### src/rtl/cic_pkg.sv
package cic_pkg;
  localparam int unsigned CIC_STAGES    = 3;
  localparam int unsigned FIXED_SHIFT   = 3;
  localparam int unsigned COARSE_STEP   = 12;
  localparam int unsigned HEADROOM_BASE = 18;
  localparam int unsigned MAX_BSHIFT    = 2;
  localparam int unsigned SCALE_W       = 4;
  localparam int unsigned BSHIFT_W      = 2;
  localparam int unsigned SHIFT_W       = 6;

  // total right shift = fixed + fine + 12 * coarse (coarse clamped to its max)
  function automatic logic [SHIFT_W-1:0] total_shift(input logic [SCALE_W-1:0] fine,
                                                     input logic [BSHIFT_W-1:0] coarse);
    logic [BSHIFT_W-1:0] c;
    c = (coarse > BSHIFT_W'(MAX_BSHIFT)) ? BSHIFT_W'(MAX_BSHIFT) : coarse;
    return SHIFT_W'(FIXED_SHIFT) + SHIFT_W'(fine) + SHIFT_W'(c) * SHIFT_W'(COARSE_STEP);
  endfunction
endpackage

### src/rtl/cic_rate_ctrl.sv
module cic_rate_ctrl #(
  parameter int NW = 15
) (
  input  logic          clk,
  input  logic          rst_n,
  input  logic          clr,
  input  logic [NW-1:0] n_cfg,
  output logic          slot_o
);
  logic [NW-1:0] phase_q;
  logic          live_q;
  logic          wrap;

  assign wrap   = ({1'b0, phase_q} + (NW+1)'(1)) >= {1'b0, n_cfg};
  assign slot_o = live_q & ~clr & (phase_q == '0);

  always_ff @(posedge clk) begin
    if (!rst_n) begin
      phase_q <= '0;
      live_q  <= 1'b0;
    end else if (clr) begin
      phase_q <= '0;
      live_q  <= 1'b1;
    end else begin
      live_q  <= 1'b1;
      phase_q <= wrap ? '0 : phase_q + NW'(1);
    end
  end

  // a slot is never followed directly by another when N > 1
  a_r2_slot_gap: assert property (@(posedge clk) disable iff (!rst_n)
    (slot_o && n_cfg > NW'(1)) |=> !slot_o);
endmodule

### src/rtl/cic_comb_chain.sv
module cic_comb_chain #(
  parameter int IW     = 16,
  parameter int AW     = 58,
  parameter int STAGES = 3
) (
  input  logic                 clk,
  input  logic                 rst_n,
  input  logic                 clr,
  input  logic                 take,
  input  logic signed [IW-1:0] din,
  output logic signed [AW-1:0] hold_o
);
  logic signed [AW-1:0] din_ext;
  assign din_ext = {{(AW-IW){din[IW-1]}}, din};

  for (genvar k = 0; k < STAGES; k++) begin : g_comb
    logic signed [AW-1:0] src;
    logic signed [AW-1:0] dly_q;
    logic signed [AW-1:0] diff;
    if (k == 0) begin : g_first
      assign src = din_ext;
    end else begin : g_next
      assign src = g_comb[k-1].diff;
    end
    assign diff = src - dly_q;
    always_ff @(posedge clk) begin
      if (!rst_n || clr) dly_q <= '0;
      else if (take)     dly_q <= src;
    end
  end

  always_ff @(posedge clk) begin
    if (!rst_n || clr) hold_o <= '0;
    else if (take)     hold_o <= g_comb[STAGES-1].diff;
  end

  // a clear leaves the hold register at zero
  a_r7_comb_cleared: assert property (@(posedge clk) disable iff (!rst_n)
    clr |=> (hold_o == '0));
endmodule

### src/rtl/cic_integ_chain.sv
module cic_integ_chain #(
  parameter int AW     = 58,
  parameter int STAGES = 3
) (
  input  logic                 clk,
  input  logic                 rst_n,
  input  logic                 clr,
  input  logic signed [AW-1:0] din,
  output logic signed [AW-1:0] sum_o
);
  for (genvar k = 0; k < STAGES; k++) begin : g_int
    logic signed [AW-1:0] src;
    logic signed [AW-1:0] acc_q;
    if (k == 0) begin : g_first
      assign src = din;
    end else begin : g_next
      assign src = g_int[k-1].acc_q;
    end
    always_ff @(posedge clk) begin
      if (!rst_n || clr) acc_q <= '0;
      else               acc_q <= acc_q + src;
    end
  end

  assign sum_o = g_int[STAGES-1].acc_q;

  // a clear leaves the last integrator at zero
  a_r7_integ_cleared: assert property (@(posedge clk) disable iff (!rst_n)
    clr |=> (sum_o == '0));
endmodule

### src/rtl/cic_scale_round.sv
module cic_scale_round
  import cic_pkg::*;
#(
  parameter int AW = 58,
  parameter int OW = 16
) (
  input  logic signed [AW-1:0]       acc_i,
  input  logic        [SCALE_W-1:0]  scale_i,
  input  logic        [BSHIFT_W-1:0] bshift_i,
  output logic signed [OW-1:0]       out_o,
  output logic                       ovf_o
);
  localparam logic signed [AW:0] OMAX = (AW+1)'((64'sd1 <<< (OW-1)) - 64'sd1);
  localparam logic signed [AW:0] OMIN = ~OMAX;

  logic        [SHIFT_W-1:0] sh;
  logic        [AW:0]        unit;
  logic signed [AW:0]        half;
  logic signed [AW:0]        acc_x;
  logic signed [AW:0]        biased;
  logic signed [AW:0]        rnd;
  logic signed [AW:0]        trunc;

  always_comb begin
    sh     = total_shift(scale_i, bshift_i);
    unit   = {{AW{1'b0}}, 1'b1} << sh;
    half   = $signed({1'b0, unit[AW:1]});
    acc_x  = {acc_i[AW-1], acc_i};
    biased = acc_x + half;
    rnd    = biased >>> sh;
    trunc  = acc_x >>> sh;
    ovf_o  = (trunc > OMAX) || (trunc < OMIN);
    if (rnd > OMAX)      out_o = OMAX[OW-1:0];
    else if (rnd < OMIN) out_o = OMIN[OW-1:0];
    else                 out_o = rnd[OW-1:0];
  end
endmodule

### src/rtl/cic_interp.sv
module cic_interp
  import cic_pkg::*;
#(
  parameter int IW = 16,
  parameter int OW = 16,
  parameter int NW = 15
) (
  input  logic                       clk,
  input  logic                       rst_n,
  input  logic                       in_valid,
  output logic                       in_ready,
  input  logic signed [IW-1:0]       in_data,
  input  logic        [NW-1:0]       n_cfg,
  input  logic        [SCALE_W-1:0]  scale_cfg,
  input  logic        [BSHIFT_W-1:0] bshift_cfg,
  input  logic                       flush,
  input  logic                       auto_flush_en,
  output logic                       out_valid,
  output logic signed [OW-1:0]       out_data,
  output logic                       unstable
);
  localparam int AW = IW + HEADROOM_BASE + COARSE_STEP * MAX_BSHIFT;

  logic                 ovf_q;
  logic                 flush_all;
  logic                 slot;
  logic signed [IW-1:0] din_gated;
  logic signed [AW-1:0] hold;
  logic signed [AW-1:0] integ_out;
  logic signed [OW-1:0] scaled;
  logic                 ovf;

  assign flush_all = flush | (auto_flush_en & ovf_q);
  assign in_ready  = slot;
  assign din_gated = in_valid ? in_data : '0;

  cic_rate_ctrl #(.NW(NW)) u_rate (
    .clk(clk), .rst_n(rst_n), .clr(flush_all), .n_cfg(n_cfg), .slot_o(slot)
  );

  cic_comb_chain #(.IW(IW), .AW(AW), .STAGES(CIC_STAGES)) u_comb (
    .clk(clk), .rst_n(rst_n), .clr(flush_all), .take(slot),
    .din(din_gated), .hold_o(hold)
  );

  cic_integ_chain #(.AW(AW), .STAGES(CIC_STAGES)) u_integ (
    .clk(clk), .rst_n(rst_n), .clr(flush_all), .din(hold), .sum_o(integ_out)
  );

  cic_scale_round #(.AW(AW), .OW(OW)) u_scale (
    .acc_i(integ_out), .scale_i(scale_cfg), .bshift_i(bshift_cfg),
    .out_o(scaled), .ovf_o(ovf)
  );

  always_ff @(posedge clk) begin
    if (!rst_n) begin
      out_data  <= '0;
      out_valid <= 1'b0;
      ovf_q     <= 1'b0;
      unstable  <= 1'b0;
    end else if (flush_all) begin
      out_data  <= '0;
      out_valid <= 1'b0;
      ovf_q     <= 1'b0;
      unstable  <= ~flush;
    end else begin
      out_data  <= scaled;
      out_valid <= 1'b1;
      ovf_q     <= ovf;
    end
  end

  // manual flush empties the output and clears the flag
  a_r7_flush_quiet: assert property (@(posedge clk) disable iff (!rst_n)
    flush |=> (out_data == '0 && !out_valid && !unstable));

  // a detected overflow with auto flush on drops one sample and raises the flag
  a_r8_self_flush: assert property (@(posedge clk) disable iff (!rst_n)
    (auto_flush_en && ovf_q && !flush) |=> (!out_valid && unstable));

  // the flag holds until a manual flush
  a_r8_sticky: assert property (@(posedge clk) disable iff (!rst_n)
    (unstable && !flush) |=> unstable);

  // without auto flush the stream never breaks outside a manual flush
  a_r11_stream_steady: assert property (@(posedge clk) disable iff (!rst_n)
    (out_valid && !auto_flush_en && !flush) |=> out_valid);
endmodule

### config.mk
export PLATFORM = sky130hd
export DESIGN_NAME = cic_interp
export DESIGN_NICKNAME = d
export VERILOG_FILES = /design/src/rtl/cic_pkg.sv /design/src/rtl/cic_rate_ctrl.sv /design/src/rtl/cic_comb_chain.sv /design/src/rtl/cic_integ_chain.sv /design/src/rtl/cic_scale_round.sv /design/src/rtl/cic_interp.sv
export SDC_FILE = /design/constraint.sdc
export NUM_CORES = 2
export LEC_CHECK = 0
export ABC_AREA = 1
export BUFFER_PORTS_ARGS = -buffer_cell sky130_fd_sc_hd__buf_4
export CORE_MARGIN = 10
export CORE_UTILIZATION = 45
export CTS_CLUSTER_DIAMETER = 80
export DETAILED_ROUTE_END_ITERATION = 7
export PLACE_DENSITY = 0.66
export SLEW_MARGIN = 40
export SYNTH_ARGS = -nofsm -noshare
export SYNTH_HDL_FRONTEND = slang
export SYNTH_SLANG_ARGS = --single-unit
### constraint.sdc
create_clock -name clk -period 7 [get_ports clk]
set_clock_uncertainty 0.05 [all_clocks]
set_input_delay 0.7 -clock clk [delete_from_list [all_inputs] [get_ports clk]]
set_output_delay 0.7 -clock clk [all_outputs]
set_load 0.01 [all_outputs]
==> PnR_summary.wiki <==
{| class="wikitable"
! Metric !! Value
|-
| Setup crit end kind || flip-flop
|-
| Final TNS setup || 0 ns
|-
| GRT Resource Usage Total || between 20 and 30%
|-
| Largest net degree at the start of global routing || roughly 110
|-
| Hpwl dp || roughly 120000 um
|-
| Routed length per instance || about 18 um
|-
| Minimum period implied by the final worst setup slack || between 6 and 7 ns
|-
| Antenna-violating nets left || 0
|-
| Clock network fraction of design power || 28.6%
|-
| Number of failing hold endpoints at the final stage || 0
|-
| Vias per Instance || 5.49
|-
| Die height || roughly 320 um
|-
| Portion of the clock cycle consumed by the worst path in the final layout || 94.9%
|-
| Worst relative slew slack || about 44%
|-
| Overall power of the completed layout || 9.24 mW
|-
| Count of flip-flops with a built-in enable after synthesis || 0
|-
| Clock insertion delay at the later pin of the skew report || around 0.63 ns
|-
| Sw frac || between 40% and 50%
|-
| Slowest-stage cell, CP || fa_4
|-
| Count of port buffers added during placement || 60
|-
| Async set-or-reset flop fraction in the synthesized netlist || 0%
|-
| Share of total power in sequential cells || about 23%
|-
| Die Wd || 316 um
|-
| Psw || 3.92 mW
|-
| CP most frequent cell || nand2_1
|-
| Count of nets after finishing || 7295
|-
| Yosys synthesis warning count || 0
|-
| CTS sink cnt || approximately 360
|-
| Final setup violation count || 0
|-
| Core footprint || 87000 um2
|-
| Clk root buf || clkbuf_16
|-
| DRC violation count after routing || 0
|-
| Internal power || about 5.3 mW
|-
| Worst Path Arrival || approximately 7.1 ns
|-
| Number of max-slew violations in the final report || 0
|-
| Starting density of the core || a little under half
|-
| Combinational Power Share || 48.5%
|-
| Total I/O pin count || 61
|-
| TritonCTS clock tree || built
|-
| Sort of element at the start of the critical path || primary input
|-
| Crit path largest cell delay || approximately 0.77 ns
|-
| Net count after synthesis || slightly above 7000
|-
| Buffer depth of the longest clock path || 3
|-
| Number of global-route vias before repair || 40200
|-
| Syn Std Cell Area || ~40000 um2
|-
| First-pass iteration count of the detailed router || 8
|-
| Post-synthesis area per instance || 5.96 um2
|-
| Seq cells post-synth || roughly 360
|-
| Maximum vdd ir drop || approximately 0.23 mV
|-
| Outcome || completed
|-
| Number of antenna violations at the first check in global routing || 0
|-
| Number of maximum-capacitance constraint violations || 0
|-
| Wire length of the first global-routing pass || ~220000 um
|-
| Most instantiated flip-flop cell in the synthesis netlist || dfxtp_1
|-
| Sequential area share after synthesis || about 18%
|-
| Static leakage || 22.7 nW
|-
| Standard-cell row count || approximately 110
|-
| Overall die area || between 100000 and 150000 um2
|-
| Area growth from synthesis to layout || 14.4%
|-
| Sum of routed wire length over all layers || 145000 um
|-
| H-tree Lvls || 2
|-
| Diodes inserted || 0
|-
| Remaining Overflow, GRT || 0
|-
| Ratio of cells with drive above 1 in the final layout || 10.3%
|-
| Routability congestion estimate || about 0.99
|-
| Total vias in the final route || around 44000
|-
| Number of violations reported at the end of detailed-routing iteration 0 || 4509
|-
| Distinct cells, synth || slightly above 70
|-
| Least-Margin Pin Slew || between 0.8 and 0.9 ns
|-
| Power density over the cells || 204 nW/um2
|-
| Cell count after synthesis || 6637
|-
| Worst hold path type || primary input to flip-flop
|-
| Largest fanout on the critical path || 8
|-
| Clock transition at the registers of the reported paths || about 0.060 ns
|-
| Max frequency || ~150 MHz
|-
| Classification of the worst setup path || primary input to flip-flop
|-
| Worst endpoint required time || between 7 and 8 ns
|-
| Total CTS buffers || 48
|}
[final cells by class]
type | count | area, um2
Multi-Input combinational cell | 4941 | 27500
Tap cell | 1155 | 1450
Clock buffer | 62 | 1290
Clock inverter | 24 | 368
Fill cell | 9115 | 41800
Inverter | 1132 | 4260
Sequential cell | 357 | 7150
Timing Repair Buffer | 412 | 3190
[worst paths after layout]
check	from	cells after the start	slack, ns	endpoint
setup / recovery	scale_cfg[0]	43	0.36	out_data[11]$_SDFF_PP0_
hold / removal	rst_n	1	0.18	u_rate.live_q$_DFF_P_
setup reg to reg	u_comb.g_comb[0].dly_q[0]$_SDFFE_PP0P_	45	0.61	u_comb.hold_o[53]$_SDFFE_PP0P_
hold reg to reg	unstable$_SDFFE_PN0N_	2	0.40	unstable$_SDFFE_PN0N_
[cell usage after synthesis (39+ instances only)]
| cell type | number | area share (%) |
|---|---|---|
| a31oi_1 | 105 | 1.7 |
| o21a_1 | 66 | 1.3 |
| xor2_1 | 63 | 1.4 |
| nand2_2 | 39 | 0.62 |
| nand2_1 | 1454 | 14 |
| clkbuf_1 | 122 | 1.2 |
| o21ai_0 | 496 | 6.3 |
| o211ai_1 | 45 | 0.85 |
| dfxtp_1 | 357 | 18 |
| mux2i_1 | 62 | 1.6 |
| ha_1 | 343 | 11 |
| a21oi_1 | 646 | 8.2 |
| buf_2 | 51 | 0.65 |
| nor2_1 | 514 | 4.9 |
| nor3_1 | 55 | 0.70 |
| nand3_1 | 633 | 8.0 |
| inv_1 | 1108 | 11 |
[repair_timing]
| item | 4_1_cts | 5_1_grt |
|---|---|---|
| hold buffers | 0 | 0 |
| gates resized for setup | 0 | 39 |
| setup buffers | 0 | 2 |
| setup endpoints to repair | 0 | 38 |
[worst max-delay path: cells and delay by family]
| family | cells | cell delay (ns) |
|---|---|---|
| XOR/XNOR | 2 | 0.34 |
| AO/OA/AOI/OAI | 3 | 0.30 |
| AND/OR/NAND/NOR | 23 | 2.95 |
| adder cells (fa/ha/maj) | 4 | 1.60 |
| buffers and inverters | 11 | 1.16 |
[routing by layer]
layer  up-vias  GRT usage [%]  wire length, um
li1      22500              -                -
met1     20100           40.6            68400
met2      1643           41.2            58900
met3       176           6.65            14100
met4         0           6.54             3510
met5         -              0                0
[power by group through the flow]
stage	combinational (mW)	sequential [mW]	clock, mW
finish	4.48	2.11	2.65
global placement	4.28	2.15	0
floorplan	2.81	2.14	0
CTS	4.31	2.11	2.69
global route	4.95	2.11	2.77
detailed placement	4.29	2.15	0
[registers in the layout (all words and copies together), names as in the netlist]
| register | flops |
|---|---|
| out_valid | 1 |
| u_rate.live_q | 1 |
| unstable | 1 |
| ovf_q | 1 |
| out_data | 16 |
| u_comb.hold_o | 58 |
| u_integ.g_int.acc_q | 116 |
| u_comb.g_comb.dly_q | 90 |
| u_integ.sum_o | 58 |
| u_rate.phase_q | 15 |
[logic make-up after synthesis]
logic type	share of synthesized area, %
simple gates	31.1
mux	1.57
buf+inv	13.1
xor+xnor	2.12
fa+ha+maj	11.8
compound gates	22.3
flops	18.1
[per-stage QoR]
stage / util, % / worst slack [ns] / cell area, um2 / hold slack, ns / cells
6_report: 52.0 / 0.359 / 45200 / 0.183 / 8083
5_1_grt: 52.0 / -0.0266 / 45200 / 0.165 / 8083
4_1_cts: 51.7 / 0.294 / 45000 / 0.159 / 8080
3_5_place_dp: 49.8 / -0.197 / 43400 / 0.392 / 7994
3_3_place_gp: 49.8 / -0.206 / 43400 / 0.394 / 7994
2_1_floorplan: - / 0.00400 / 39600 / 0.383 / 6637
[cells in the final DEF, fill, tap and decap left out, types with 35 or more instances in the layout]
| cell | instances |
|---|---|
| nand3_1 | 631 |
| nor3_1 | 53 |
| nor2_1 | 511 |
| o21a_1 | 66 |
| dfxtp_1 | 357 |
| nand3_2 | 38 |
| buf_4 | 403 |
| ha_1 | 334 |
| o211ai_1 | 45 |
| o21bai_1 | 35 |
| xor2_1 | 60 |
| o21ai_0 | 491 |
| nand2_2 | 41 |
| a31oi_1 | 104 |
| nand2_1 | 1451 |
| mux2i_1 | 62 |
| inv_1 | 1106 |
| clkbuf_16 | 48 |
| a21oi_1 | 638 |
Note: power is estimated with default switching activity, not from simulation.
